## src/rtl/colgen_pkg.sv

```systemverilog
package colgen_pkg;
  localparam int MODE_W = 11;
  localparam int BL_LSB = 0;
  localparam int BL_MSB = 2;
  localparam int BT_BIT = 3;   // ordering select
  localparam int WB_BIT = 9;   // single-location write select

  typedef enum logic [2:0] {
    BLC_1    = 3'b000,
    BLC_2    = 3'b001,
    BLC_4    = 3'b010,
    BLC_8    = 3'b011,
    BLC_PAGE = 3'b111
  } blen_code_e;

  // Decoded burst configuration captured at start
  typedef struct packed {
    logic [1:0] lg;    // log2 of finite burst length
    logic       full;  // row-length burst
    logic       ilv;   // interleaved ordering
    logic       err;   // reserved length code seen
  } burst_cfg_t;
endpackage

```

## src/rtl/colgen_mode_decode.sv

```systemverilog
module colgen_mode_decode
  import colgen_pkg::*;
(
  input  logic [MODE_W-1:0] mode_word,
  input  logic              is_write,
  output burst_cfg_t        cfg
);
  logic unused_mode_bits;
  assign unused_mode_bits = ^{mode_word[MODE_W-1:WB_BIT+1], mode_word[WB_BIT-1:BT_BIT+1]};

  always_comb begin
    cfg     = '0;
    cfg.ilv = mode_word[BT_BIT];
    case (mode_word[BL_MSB:BL_LSB])
      BLC_1:    cfg.lg = 2'd0;
      BLC_2:    cfg.lg = 2'd1;
      BLC_4:    cfg.lg = 2'd2;
      BLC_8:    cfg.lg = 2'd3;
      BLC_PAGE: begin
        if (mode_word[BT_BIT]) cfg.err  = 1'b1;  // page + interleave
        else                   cfg.full = 1'b1;
      end
      default:  cfg.err = 1'b1;                  // reserved -> one beat
    endcase
    if (is_write && mode_word[WB_BIT]) begin
      cfg.lg   = 2'd0;
      cfg.full = 1'b0;
    end
  end
endmodule

```

## src/rtl/colgen_beat_ctrl.sv

```systemverilog
module colgen_beat_ctrl
  import colgen_pkg::*;
#(
  parameter int COL_W = 8
) (
  input  logic             clk,
  input  logic             rst_n,
  input  logic             start,
  input  logic             stop,
  input  logic             ready,
  input  logic [COL_W-1:0] start_col,
  input  burst_cfg_t       cfg_in,
  output logic             active,
  output logic [COL_W-1:0] idx,
  output logic [COL_W-1:0] base,
  output burst_cfg_t       cfg_q,
  output logic             last
);
  logic [COL_W-1:0] lenm1;

  always_comb begin
    lenm1 = ~({COL_W{1'b1}} << cfg_q.lg);
    last  = active && !cfg_q.full && (idx == lenm1);
  end

  always_ff @(posedge clk or negedge rst_n) begin
    if (!rst_n) begin
      active <= 1'b0;
      idx    <= '0;
      base   <= '0;
      cfg_q  <= '0;
    end else if (start) begin                  // start wins over stop
      active <= 1'b1;
      idx    <= '0;
      base   <= start_col;
      cfg_q  <= cfg_in;
    end else if (stop) begin
      active <= 1'b0;
    end else if (active && ready) begin        // advance only on handshake
      if (last) active <= 1'b0;
      else      idx    <= idx + 1'b1;          // wraps the row in page mode
    end
  end

  AST_STOP_ENDS: assert property (@(posedge clk) disable iff (!rst_n)
    stop && !start |=> !active);
  AST_LAST_ENDS: assert property (@(posedge clk) disable iff (!rst_n)
    last && ready && !start |=> !active);
  AST_STALL_IDX: assert property (@(posedge clk) disable iff (!rst_n)
    active && !ready && !start && !stop |=> active && $stable(idx));
endmodule

```

## src/rtl/colgen_addr_map.sv

```systemverilog
module colgen_addr_map
  import colgen_pkg::*;
#(
  parameter int COL_W = 8
) (
  input  logic [COL_W-1:0] base,
  input  logic [COL_W-1:0] idx,
  input  burst_cfg_t       cfg,
  output logic [COL_W-1:0] col
);
  logic [COL_W-1:0] mask;
  logic [COL_W-1:0] sum;

  always_comb begin
    mask = ~({COL_W{1'b1}} << cfg.lg);
    sum  = base + idx;
    if (cfg.full)     col = sum;
    else if (cfg.ilv) col = base ^ (idx & mask);
    else              col = (base & ~mask) | (sum & mask);
  end
endmodule

```

## src/rtl/colgen_burst_addr.sv

```systemverilog
module colgen_burst_addr
  import colgen_pkg::*;
#(
  parameter int COL_W = 8
) (
  input  logic              clk,
  input  logic              rst_n,
  input  logic [MODE_W-1:0] mode_word,
  input  logic              is_write,
  input  logic              start,
  input  logic [COL_W-1:0]  start_col,
  input  logic              stop,
  input  logic              col_ready,
  output logic              col_valid,
  output logic [COL_W-1:0]  col_addr,
  output logic              col_last,
  output logic              mode_err
);
  burst_cfg_t       cfg_dec;
  burst_cfg_t       cfg_q;
  logic [COL_W-1:0] idx;
  logic [COL_W-1:0] base;
  logic             active;
  logic             last;

  colgen_mode_decode u_dec (
    .mode_word (mode_word),
    .is_write  (is_write),
    .cfg       (cfg_dec)
  );

  colgen_beat_ctrl #(.COL_W(COL_W)) u_ctrl (
    .clk       (clk),
    .rst_n     (rst_n),
    .start     (start),
    .stop      (stop),
    .ready     (col_ready),
    .start_col (start_col),
    .cfg_in    (cfg_dec),
    .active    (active),
    .idx       (idx),
    .base      (base),
    .cfg_q     (cfg_q),
    .last      (last)
  );

  colgen_addr_map #(.COL_W(COL_W)) u_map (
    .base (base),
    .idx  (idx),
    .cfg  (cfg_q),
    .col  (col_addr)
  );

  assign col_valid = active;
  assign col_last  = last;
  assign mode_err  = cfg_q.err;

  AST_START_FIRST: assert property (@(posedge clk) disable iff (!rst_n)
    start |=> col_valid && (col_addr == $past(start_col)));
  AST_HOLD_ON_STALL: assert property (@(posedge clk) disable iff (!rst_n)
    col_valid && !col_ready && !start && !stop |=>
      col_valid && $stable(col_addr) && $stable(col_last));
  AST_ERR_SINGLE: assert property (@(posedge clk) disable iff (!rst_n)
    col_valid && mode_err |-> col_last);
endmodule

```

## config.mk

```make
export PLATFORM = sky130hd
export DESIGN_NAME = colgen_burst_addr
export DESIGN_NICKNAME = d
export VERILOG_FILES = /design/src/rtl/colgen_pkg.sv /design/src/rtl/colgen_mode_decode.sv /design/src/rtl/colgen_beat_ctrl.sv /design/src/rtl/colgen_addr_map.sv /design/src/rtl/colgen_burst_addr.sv
export SDC_FILE = /design/constraint.sdc
export NUM_CORES = 1
export LEC_CHECK = 0
export BUFFER_PORTS_ARGS = -buffer_cell sky130_fd_sc_hd__buf_2
export CAP_MARGIN = 25
export CELL_PAD_IN_SITES_DETAIL_PLACEMENT = 0
export CELL_PAD_IN_SITES_GLOBAL_PLACEMENT = 1
export CORE_UTILIZATION = 36
export DETAILED_ROUTE_END_ITERATION = 12
export PLACE_DENSITY = 0.75
export SYNTH_ARGS = -nofsm -noshare
export SYNTH_HDL_FRONTEND = slang
export SYNTH_SLANG_ARGS = --single-unit
```

## constraint.sdc

```tcl
create_clock -name clk -period 1.94 [get_ports clk]
set_input_delay 0.097 -clock clk [delete_from_list [all_inputs] [get_ports clk]]
set_output_delay 0.097 -clock clk [all_outputs]
set_load 0.05 [all_outputs]
```

==> impl_metrics.env, run 1 <==
export IMPL_status="finished with violations"
export IMPL_violations="negative setup slack"
export IMPL_final_util=0.571
export IMPL_synth_top_area_frac=0.359
export IMPL_ys_ff_latch=22
export IMPL_dieWidth_um=67.3
export IMPL_start_util=0.378
export IMPL_clk_pin_slew_ns=0.08
export IMPL_drt_initial_drc_count=50
export IMPL_p_leak_nw=1.01
export IMPL_synth_top_area_cell="dfrtp_1"
export IMPL_synth_area_mm2=0.00153
export IMPL_clkLatencyLatePin_ns=0.27
export IMPL_cp_cell_sequence="ha_2 > inv_2 > fa_2 > nor2b_2 > o31a_2 > o21ai_2 > nand4b_1 > o311ai_4 > buf_6"
export IMPL_synth_most_common_cell="dfrtp_1"
export IMPL_min_path_type="in2reg"
export IMPL_grt_total_usage=0.197
export IMPL_synth_top_family_by_area="compound AO/OA/AOI/OAI gates"
export IMPL_drive_above_1_share=0.509
export IMPL_drc=0
export IMPL_cts_buffer_depth=2
export IMPL_drt_first_pass_iters=4
export IMPL_hold_viol_final=0
export IMPL_synth_xor_area_frac=0.0514
export IMPL_setup_viol=6
export IMPL_setup_ws_ns=-0.291
export IMPL_post_dp_hpwl_mm=2.92
export IMPL_dieArea_mm2=0.00452
export IMPL_fin_skew_ns=0.00113
export IMPL_synth_fa_ha_area_frac=0.103
export IMPL_async_flop_share=1.00
export IMPL_antenna_cells=0
export IMPL_yosysUniqueCellTypes=43
export IMPL_antenna_left=0
export IMPL_io_pins=36
export IMPL_cp_arrival_ns=2.13
export IMPL_num_rows=23
export IMPL_slowest_stage="dfrtp_1"
export IMPL_critPathMaxStageDelay_ns=0.39
export IMPL_synth_edf_count=0
export IMPL_overflow=0
export IMPL_core_mm2=0.00406
export IMPL_fin_tns_setup_ns=-1.08
export IMPL_vias_per_cell=5.34
export IMPL_ys_flop_type="dfrtp_1"
export IMPL_fmax_mhz=448
export IMPL_die_h_um=67.3
export IMPL_synth_area_top_cells="dfrtp_1 36%, ha_1 9.0%, mux2_2 6.6%"
export IMPL_synth_seq_area_share=0.359
export IMPL_critical_path_class="reg2out"
export IMPL_synth_avg_cell_area_um2=9.46
export IMPL_hold_start="start_col[1]"
export IMPL_grt_start_max_net_pins=27
export IMPL_cp_data_required_time_ns=1.84
export IMPL_synthTopCellsByCount="22 x dfrtp_1, 17 x nor2_1, 11 x ha_1, 10 x a21oi_1, 9 x mux2_2"
export IMPL_synth_compound_area_frac=0.198
export IMPL_final_nets=263
export IMPL_fin_crit_ns=2.23
export IMPL_wl_per_cell_um=15.4
export IMPL_relSlewSlack=0.651
export IMPL_maxCapViolCount=0
export IMPL_routed_wl_mm=4.21
export IMPL_area_delta_synth_final_pct=51.2
export IMPL_numPortBuffers=29
export IMPL_rsz0062_at_grt="true"
export IMPL_cp_top_family="compound AO/OA/AOI/OAI gates"
export IMPL_fin_crit_sh=1.15
export IMPL_synth_warnings=0
export IMPL_numClockSinks=22
export IMPL_cts_tree="yes"
export IMPL_grt_pass1_vias=1438
export IMPL_r2r_start="u_ctrl.cfg_q[3]$_DFFE_PN0P_"
export IMPL_num_vias=1462
export IMPL_synthMuxAreaShare=0.0727
export IMPL_postSynthCellCount=162
export IMPL_ir_worst_vdd_uv=221
export IMPL_antenna_found_initial=0
export IMPL_grt_first_pass_wirelength_mm=6.60
export IMPL_worstSetupEndpointType="primary output"
export IMPL_synth_nets=199
export IMPL_crit_fanout=2
export IMPL_worst_pin_slew_ns=0.523
export IMPL_root_buffer="clkbuf_8"
export IMPL_place_congestion=0.808
export IMPL_numCtsBuffers=3
export IMPL_place_ws_ns=-0.0976
export IMPL_drv_slew=0
export IMPL_powerDensity_mw_per_mm2=580
export IMPL_cts_max_level=1
export IMPL_path_buf_inv=2
export IMPL_cp_start_kind="flop"
export IMPL_crit_start="u_ctrl.base[0]$_DFFE_PN0P_"
export IMPL_yosys_area_share_simple=0.173
## worst paths after layout
kind	to	slack [ns]	depth (start not counted)
worst max-delay path	col_addr[6]	-0.29	9
worst min-delay path	u_ctrl.base[1]$_DFFE_PN0P_	0.04	3
worst max register to register	u_ctrl.idx[4]$_DFFE_PN0P_	0.01	8
worst min register to register	u_ctrl.cfg_q[0]$_DFFE_PN0P_	0.55	2
max in group asynchronous	u_ctrl.base[1]$_DFFE_PN0P_	1.23	2
min in group asynchronous	u_ctrl.base[0]$_DFFE_PN0P_	0.33	2
## sequential cells by signal, indices dropped and copies added, names as in the netlist
signal,cells
u_ctrl.base,8
u_ctrl.cfg_q,5
u_ctrl.idx,8
u_ctrl.active,1
## final cells by class
type | instances | area, µm²
fill | 356 | 1740
multi-input combinational | 126 | 1140
sequential | 22 | 552
timing repair buffer | 65 | 487
tap | 50 | 62.6
clock buffer | 3 | 41.3
inverter | 8 | 32.5
## worst reg2reg max path: stages, from the launching register on
cell      delay, ns
dfrtp_1        0.39
or2_4          0.27
ha_4           0.28
nor4_4         0.04
buf_4          0.15
a311oi_4       0.30
nand4_1        0.16
xor2_1         0.18
nor2_1         0.05
## where the power goes
group / switching (mW) / total, mW / internal [mW]
registers: 0.0305 / 0.517 / 0.487
logic: 0.282 / 0.525 / 0.244
clock network: 0.161 / 0.300 / 0.139
## per-layer routing
layer,vias to the layer above,GRT usage,share of wire
met4,0,0.0638,0.014
met5,-,0,0
met3,6,0.0253,0.023
met1,712,0.236,0.42
li1,718,-,-
met2,26,0.360,0.54
## cells by family (layout without fill, tap and decap cells)
group | count (synthesis) | in the layout
AOI/OAI and AO/OA | 43 | 43
xor gates and xnor gates | 9 | 9
buffers and inverters | 14 | 76
muxes | 10 | 10
adders and majority gates | 12 | 12
DFF | 22 | 22
and+or+nand+nor | 52 | 52
## what timing repair did
item	CTS	global route
buffers inserted	3	2
pin swaps	17	12
gates resized for setup	39	12
setup endpoints to repair	13	14
hold buffers	1	0
hold endpoints to repair	22	0
## through the flow
step | power (mW) | instance area (µm²) | std cells | hold WS (ns)
finish | 1.34 | 2320 | 274 | 0.0425
global route | 1.41 | 2320 | 274 | 0.0557
CTS | 1.34 | 2240 | 272 | 0.0393
detailed placement | 0.939 | 1970 | 265 | 0.104
global placement | 0.930 | 1970 | 265 | 0.103
floorplan | 0.797 | 1580 | 162 | -0.199
## layout by cell type (no fill, tap or decap), drive strengths merged, types with 2 or more instances in the layout
cell type  instances
o21a               3
inv                7
and3               3
a211oi             5
o21ai              8
or2                2
nand4              4
dfrtp             22
xor2               3
nand2b             3
a21oi             10
mux2               9
buf               63
or3                2
nor4               2
nand3              2
clkbuf             4
nor2b              3
a31oi              3
a21o               3
o21bai             2
xnor2              6
nand2              7
o22ai              2
nor2              18
nand4b             2
ha                11
nor3               3
Note: power is estimated with default switching activity, not from simulation.
==> run 2, diff against run 1 <==
- CORE_MARGIN: unset -> 2
- CORE_UTILIZATION: 36 -> 41
- PLACE_DENSITY: 0.75 -> 0.79
- SYNTH_HIERARCHICAL: unset -> 1
- clock period: 1.94 -> 2.49 ns (I/O delays scaled with it)
==> run 2 against run 1 <==
The run now ends clean; sequential cell count is the same; final cell count shrank 9.5%; count of clock-buffer cells in the layout unchanged; synthesized cell count rose by 3.1%; combinational power is 45% lower; sequential share of layout area grew 4.3 points; first-iteration DRC count down 36%; non-clock buffer count down 33; via count fell by 8.8%; die area up 0.36%; largest cell class unchanged.
==> impl_metrics.env, run 2 <==
export IMPL_clkLatencyLatePin_ns=0.27
export IMPL_crit_fanout=9
export IMPL_worst_pin_slew_ns=0.543
export IMPL_synth_top_area_frac=0.334
export IMPL_place_congestion=0.808
export IMPL_ys_ff_latch=22
export IMPL_placed_cell_area_mm2=0.00185
export IMPL_ir_worst_vdd_uv=273
export IMPL_yosysUniqueCellTypes=50
export IMPL_grt_pass1_vias=1362
export IMPL_reg2reg_slack_ns=0.80
export IMPL_overflow=0
export IMPL_worstSetupEndpointType="primary output"
export IMPL_drv_slew=0
export IMPL_synth_edf_count=0
export IMPL_p_leak_nw=0.842
export IMPL_yosys_area_share_simple=0.187
export IMPL_rsz0062_at_grt="true"
export IMPL_fin_skew_ns=0.00209
export IMPL_synth_fa_ha_area_frac=0.0729
export IMPL_min_path_type="in2reg"
export IMPL_status="finished, final reports clean"
export IMPL_synth_avg_cell_area_um2=9.86
export IMPL_post_dp_hpwl_mm=2.70
export IMPL_wl_per_cell_um=14.5
export IMPL_final_util=0.498
export IMPL_final_nets=233
export IMPL_hold_viol_final=0
export IMPL_fillerInstances=358
export IMPL_cts_buffer_depth=2
export IMPL_relSlewSlack=0.638
export IMPL_synthMuxAreaShare=0.135
export IMPL_synthTopCellsByCount="22 x dfrtp_1, 14 x mux2_2, 12 x nor2_1, 10 x inv_1, 9 x nand2_1"
export IMPL_setup_ws_ns=0.0772
export IMPL_r2r_start="u_ctrl/cfg_q[2]$_DFFE_PN0P_"
export IMPL_antenna_found_initial=0
export IMPL_grt_start_max_net_pins=27
export IMPL_grt_first_pass_wirelength_mm=6.18
export IMPL_area_delta_synth_final_pct=19.3
export IMPL_numPortBuffers=29
export IMPL_synth_top_family_by_area="compound AO/OA/AOI/OAI gates"
export IMPL_fin_crit_ns=2.41
export IMPL_routed_wl_mm=3.59
export IMPL_drive_above_1_share=0.374
export IMPL_synth_seq_area_share=0.334
export IMPL_fmax_mhz=414
export IMPL_reg_top3="u_ctrl/base: 8 flops, u_ctrl/idx: 8 flops, u_ctrl/cfg_q: 5 flops"
export IMPL_die_h_um=67.4
export IMPL_synth_xor_area_frac=0.0426
export IMPL_synth_most_common_cell="dfrtp_1"
export IMPL_setup_viol=0
export IMPL_cts_max_level=1
export IMPL_place_ws_ns=0.175
export IMPL_numCtsBuffers=3
export IMPL_drt_initial_drc_count=32
export IMPL_layout_common_cells="27 x buf_2, 21 x dfrtp_1, 14 x mux2_2"
export IMPL_grt_total_usage=0.183
export IMPL_synth_area_mm2=0.00165
export IMPL_root_buffer="clkbuf_8"
export IMPL_crit_start="u_ctrl/idx[1]$_DFFE_PN0P_"
export IMPL_critical_path_class="reg2out"
export IMPL_r2r_cells=4
export IMPL_num_rows=23
export IMPL_fin_tns_setup_ns=0
export IMPL_hold_slack_ns=0.0826
export IMPL_endpoint="col_addr[7]"
export IMPL_synth_compound_area_frac=0.190
export IMPL_cp_data_required_time_ns=2.37
export IMPL_numClockSinks=22
export IMPL_layout_commonest_cell="buf_2"
export IMPL_vias_per_cell=5.38
export IMPL_clk_pin_slew_ns=0.08
export IMPL_synth_top_area_cell="dfrtp_1"
export IMPL_regArea_um2=552
export IMPL_multi_input_area_mm2=0.00106
export IMPL_final_area_mm2=0.00196
export IMPL_hold_path_depth=2
export IMPL_async_flop_share=1.00
export IMPL_ys_flop_type="dfrtp_1"
export IMPL_finalPower_mw=1.04
export IMPL_fin_crit_sh=0.969
export IMPL_cp_arrival_ns=2.29
export IMPL_place_inst=243
export IMPL_antenna_cells=0
export IMPL_core_mm2=0.00394
export IMPL_dieArea_mm2=0.00454
export IMPL_cts_tree="yes"
export IMPL_cp_start_kind="flop"
export IMPL_start_util=0.418
export IMPL_synth_area_top_cells="dfrtp_1 33%, mux2_2 9.6%, ha_1 6.1%"
export IMPL_finalNonFillerCells=248
export IMPL_dieWidth_um=67.4
export IMPL_antenna_left=0
export IMPL_maxCapViolCount=0
export IMPL_r2r_end="u_ctrl/idx[2]$_DFFE_PN0P_"
export IMPL_synth_warnings=6
export IMPL_postSynthCellCount=167
export IMPL_io_pins=36
export IMPL_drt_first_pass_iters=4
export IMPL_powerDensity_mw_per_mm2=529
export IMPL_drc=0
export IMPL_num_vias=1334
export IMPL_synth_nets=201
[run 2: cell count changes in the layout (fill, tap and decap cells not counted), moves of 4 or more]
cell and delta:
inv_1 +5, nand4_1 -4, a21oi_1 -4, ha_4 -7
buf_4 -29, mux2_2 +6, buf_6 -6, nor3_1 +4
nor2_1 -4, buf_2 +6
[run 2: repair_timing]
| item | in CTS | in global routing |
|---|---|---|
| setup buffers | 0 | 0 |
| hold endpoints to repair | 22 | 0 |
| hold buffers | 1 | 0 |
| endpoints found under the setup margin | 2 | 4 |
| gates resized for setup | 4 | 7 |
| pin swaps | 0 | 1 |
[run 2: logic make-up after synthesis]
group           Yosys count
simple gates             53
fa+ha+maj                 9
buf+inv                  15
flops                    22
xor+xnor                  8
mux                      19
compound gates           41
[run 2: critical path, cell delays in order, from the launching register on]
cell and delay, ns:
dfrtp_2 0.48, ha_1 0.35, a211oi_2 0.26, nor2_2 0.11, a221oi_2 0.27, xnor2_1 0.10
a32o_1 0.27, buf_4 0.19
[run 2: metal layers]
layer	up-vias	part of all wire	track usage	wire, µm
met5	-	0	0	0
met4	0	0.016	0.0689	58
met3	5	0.038	0.0250	137
met2	30	0.51	0.345	1840
met1	622	0.43	0.206	1550
li1	677	-	-	-
[run 2: cell type report]
cell class | count | area share
clock buffers | 3 | 0.0210
well taps | 50 | 0.0318
clock inverters | 1 | 0.0153
inverters | 10 | 0.0191
flip-flops and latches | 22 | 0.281
repair buffers | 32 | 0.0911
multi-input cells | 130 | 0.541
[run 2: worst min path at each step]
stage                            start                         end  slack, ns
after floorplan                  rst_n   u_ctrl/active$_DFFE_PN0P_      -0.17
after global placement           rst_n   u_ctrl/idx[3]$_DFFE_PN0P_       0.13
after detailed placement         rst_n   u_ctrl/idx[3]$_DFFE_PN0P_       0.13
after CTS                 start_col[6]  u_ctrl/base[6]$_DFFE_PN0P_       0.08
after global routing      start_col[6]  u_ctrl/base[6]$_DFFE_PN0P_       0.08
final                     start_col[3]  u_ctrl/base[3]$_DFFE_PN0P_       0.08
[run 2: report_power, final]
part / total, mW / switching, mW / internal (mW)
Combinational: 0.289 / 0.181 / 0.108
Sequential: 0.407 / 0.0279 / 0.379
Clock: 0.343 / 0.127 / 0.215
Total: 1.04 / 0.337 / 0.702
==> run 3, diff against run 2 <==
- RECOVER_POWER: unset -> 100
==> run 3 against run 2 <==
Die area unchanged; power fell by 0.53%; worst setup slack barely moved; largest power group unchanged; critical path type unchanged; first-iteration DRC count rose by 41%; register-to-register slack got worse by 0.10 ns; clock power about the same; non-clock buffer count is the same; final area decreased by 0.70%.
==> impl_metrics.env, run 3 (synthesized netlist as in run 2, its figures left out) <==
export IMPL_status="finished, final reports clean"
export IMPL_grt_start_max_net_pins=27
export IMPL_powerDensity_mw_per_mm2=530
export IMPL_dieWidth_um=67.4
export IMPL_clkLatencyLatePin_ns=0.27
export IMPL_drv_slew=0
export IMPL_fin_crit_ns=2.41
export IMPL_p_clk_frac=0.330
export IMPL_cp_arrival_ns=2.29
export IMPL_p_seq_frac=0.394
export IMPL_layout_commonest_cell="buf_2"
export IMPL_dieArea_mm2=0.00454
export IMPL_crit_fanout=9
export IMPL_intPower_mw=0.699
export IMPL_place_congestion=0.808
export IMPL_critical_path_class="reg2out"
export IMPL_drt_initial_drc_count=45
export IMPL_setup_viol=0
export IMPL_cp_top_family="compound AO/OA/AOI/OAI gates"
export IMPL_core_mm2=0.00394
export IMPL_antenna_found_initial=0
export IMPL_wl_per_cell_um=14.5
export IMPL_rsz0062_at_grt="true"
export IMPL_cts_buffer_depth=2
export IMPL_fillerInstances=363
export IMPL_area_delta_synth_final_pct=18.5
export IMPL_numPortBuffers=29
export IMPL_start_util=0.418
export IMPL_overflow=0
export IMPL_worstSetupEndpointType="primary output"
export IMPL_num_vias=1330
export IMPL_vias_per_cell=5.36
export IMPL_clk_pin_slew_ns=0.08
export IMPL_die_h_um=67.4
export IMPL_reg_top3="u_ctrl/base: 8 flops, u_ctrl/idx: 8 flops, u_ctrl/cfg_q: 5 flops"
export IMPL_slowest_stage="dfrtp_2"
export IMPL_p_sw_mw=0.334
export IMPL_drt_first_pass_iters=4
export IMPL_grt_total_usage=0.183
export IMPL_worst_pin_slew_ns=1.27
export IMPL_final_nets=233
export IMPL_min_path_type="in2reg"
export IMPL_path_buf_inv=1
export IMPL_routed_wl_mm=3.59
export IMPL_fin_crit_sh=0.969
export IMPL_p_leak_nw=0.827
export IMPL_cts_max_level=1
export IMPL_final_area_mm2=0.00195
export IMPL_num_rows=23
export IMPL_io_pins=36
export IMPL_drive_above_1_share=0.338
export IMPL_cts_tree="yes"
export IMPL_post_dp_hpwl_mm=2.70
export IMPL_critPathMaxStageDelay_ns=0.48
export IMPL_postCtsSetupBuffers=0
export IMPL_maxCapViolCount=0
export IMPL_cp_cell_sequence="ha_1 > a211oi_2 > nor2_2 > a221oi_2 > xnor2_1 > a32o_1 > buf_4"
export IMPL_hold_viol_final=0
export IMPL_relSlewSlack=0.151
export IMPL_numClockSinks=22
export IMPL_placed_cell_area_mm2=0.00185
export IMPL_root_buffer="clkbuf_8"
export IMPL_sw_frac_of_total=0.323
export IMPL_drc=0
export IMPL_fin_skew_ns=0.000618
export IMPL_fmax_mhz=414
export IMPL_numCtsBuffers=3
export IMPL_grt_first_pass_wirelength_mm=6.18
export IMPL_fin_tns_setup_ns=0
export IMPL_cp_start_kind="flop"
export IMPL_cp_data_required_time_ns=2.37
export IMPL_layout_common_cells="23 x buf_2, 21 x dfrtp_1, 14 x mux2_2"
export IMPL_power_frac_comb=0.275
export IMPL_grt_pass1_vias=1362
export IMPL_ir_worst_vdd_uv=273
export IMPL_antenna_left=0
export IMPL_antenna_cells=0
[run 3: changes by cell type in the layout (fill, tap and decap cells not counted), sizes merged]
cell / change
buf: -5
clkbuf: +5
[run 3: metrics by stage]
step / power (mW) / std cells / hold slack [ns] / setup WS [ns] / utilization
after floorplan: 0.624 / 167 / -0.171 / 0.0194 / -
after global routing: 1.09 / 248 / 0.0822 / -0.0272 / 0.495
after CTS: 1.05 / 248 / 0.0808 / 0.00244 / 0.493
after global placement: 0.690 / 243 / 0.133 / 0.286 / 0.470
final: 1.03 / 248 / 0.0823 / 0.0773 / 0.495
after detailed placement: 0.698 / 243 / 0.132 / 0.175 / 0.470
[run 3: routing by layer]
layer	GRT usage	vias to the layer above	share of wire
met3	0.0250	5	0.030
met5	0	-	0
met4	0.0689	0	0.016
li1	-	677	-
met1	0.206	620	0.44
met2	0.345	28	0.51
[run 3: power by group through the flow]
stage | clock network [mW] | registers (mW) | logic, mW
2_1_floorplan | 0 | 0.419 | 0.204
3_3_place_gp | 0 | 0.414 | 0.276
3_5_place_dp | 0 | 0.415 | 0.283
4_1_cts | 0.349 | 0.408 | 0.288
5_1_grt | 0.369 | 0.413 | 0.308
6_report | 0.341 | 0.407 | 0.285
[run 3: what timing repair did]
action                     4_1_cts  5_1_grt
gates resized for setup          4        7
pin swaps                        0        1
setup endpoints to repair        2        4
hold endpoints to repair        22        0
hold buffers                     1        0
[run 3: layout make-up]
type	instances	area (µm²)	area share
clock inverters	1	30.0	0.0154
inverters	10	37.5	0.0192
multi-input cells	130	1060	0.542
flip-flops and latches	22	552	0.283
clock buffers	3	41.3	0.0212
well taps	50	62.6	0.0321
repair buffers	32	170	0.0872
[run 3: final timing paths]
kind	endpoint	slack (ns)	start	depth (start not counted)
worst max-delay path	col_addr[7]	0.08	u_ctrl/idx[1]$_DFFE_PN0P_	7
worst min-delay path	u_ctrl/base[3]$_DFFE_PN0P_	0.08	start_col[3]	2
worst max register to register	u_ctrl/idx[0]$_DFFE_PN0P_	0.70	u_ctrl/cfg_q[2]$_DFFE_PN0P_	4
worst min register to register	u_ctrl/cfg_q[0]$_DFFE_PN0P_	0.53	u_ctrl/cfg_q[0]$_DFFE_PN0P_	1
max in group asynchronous	u_ctrl/idx[1]$_DFFE_PN0P_	1.03	rst_n	2
min in group asynchronous	u_ctrl/idx[3]$_DFFE_PN0P_	0.64	rst_n	2
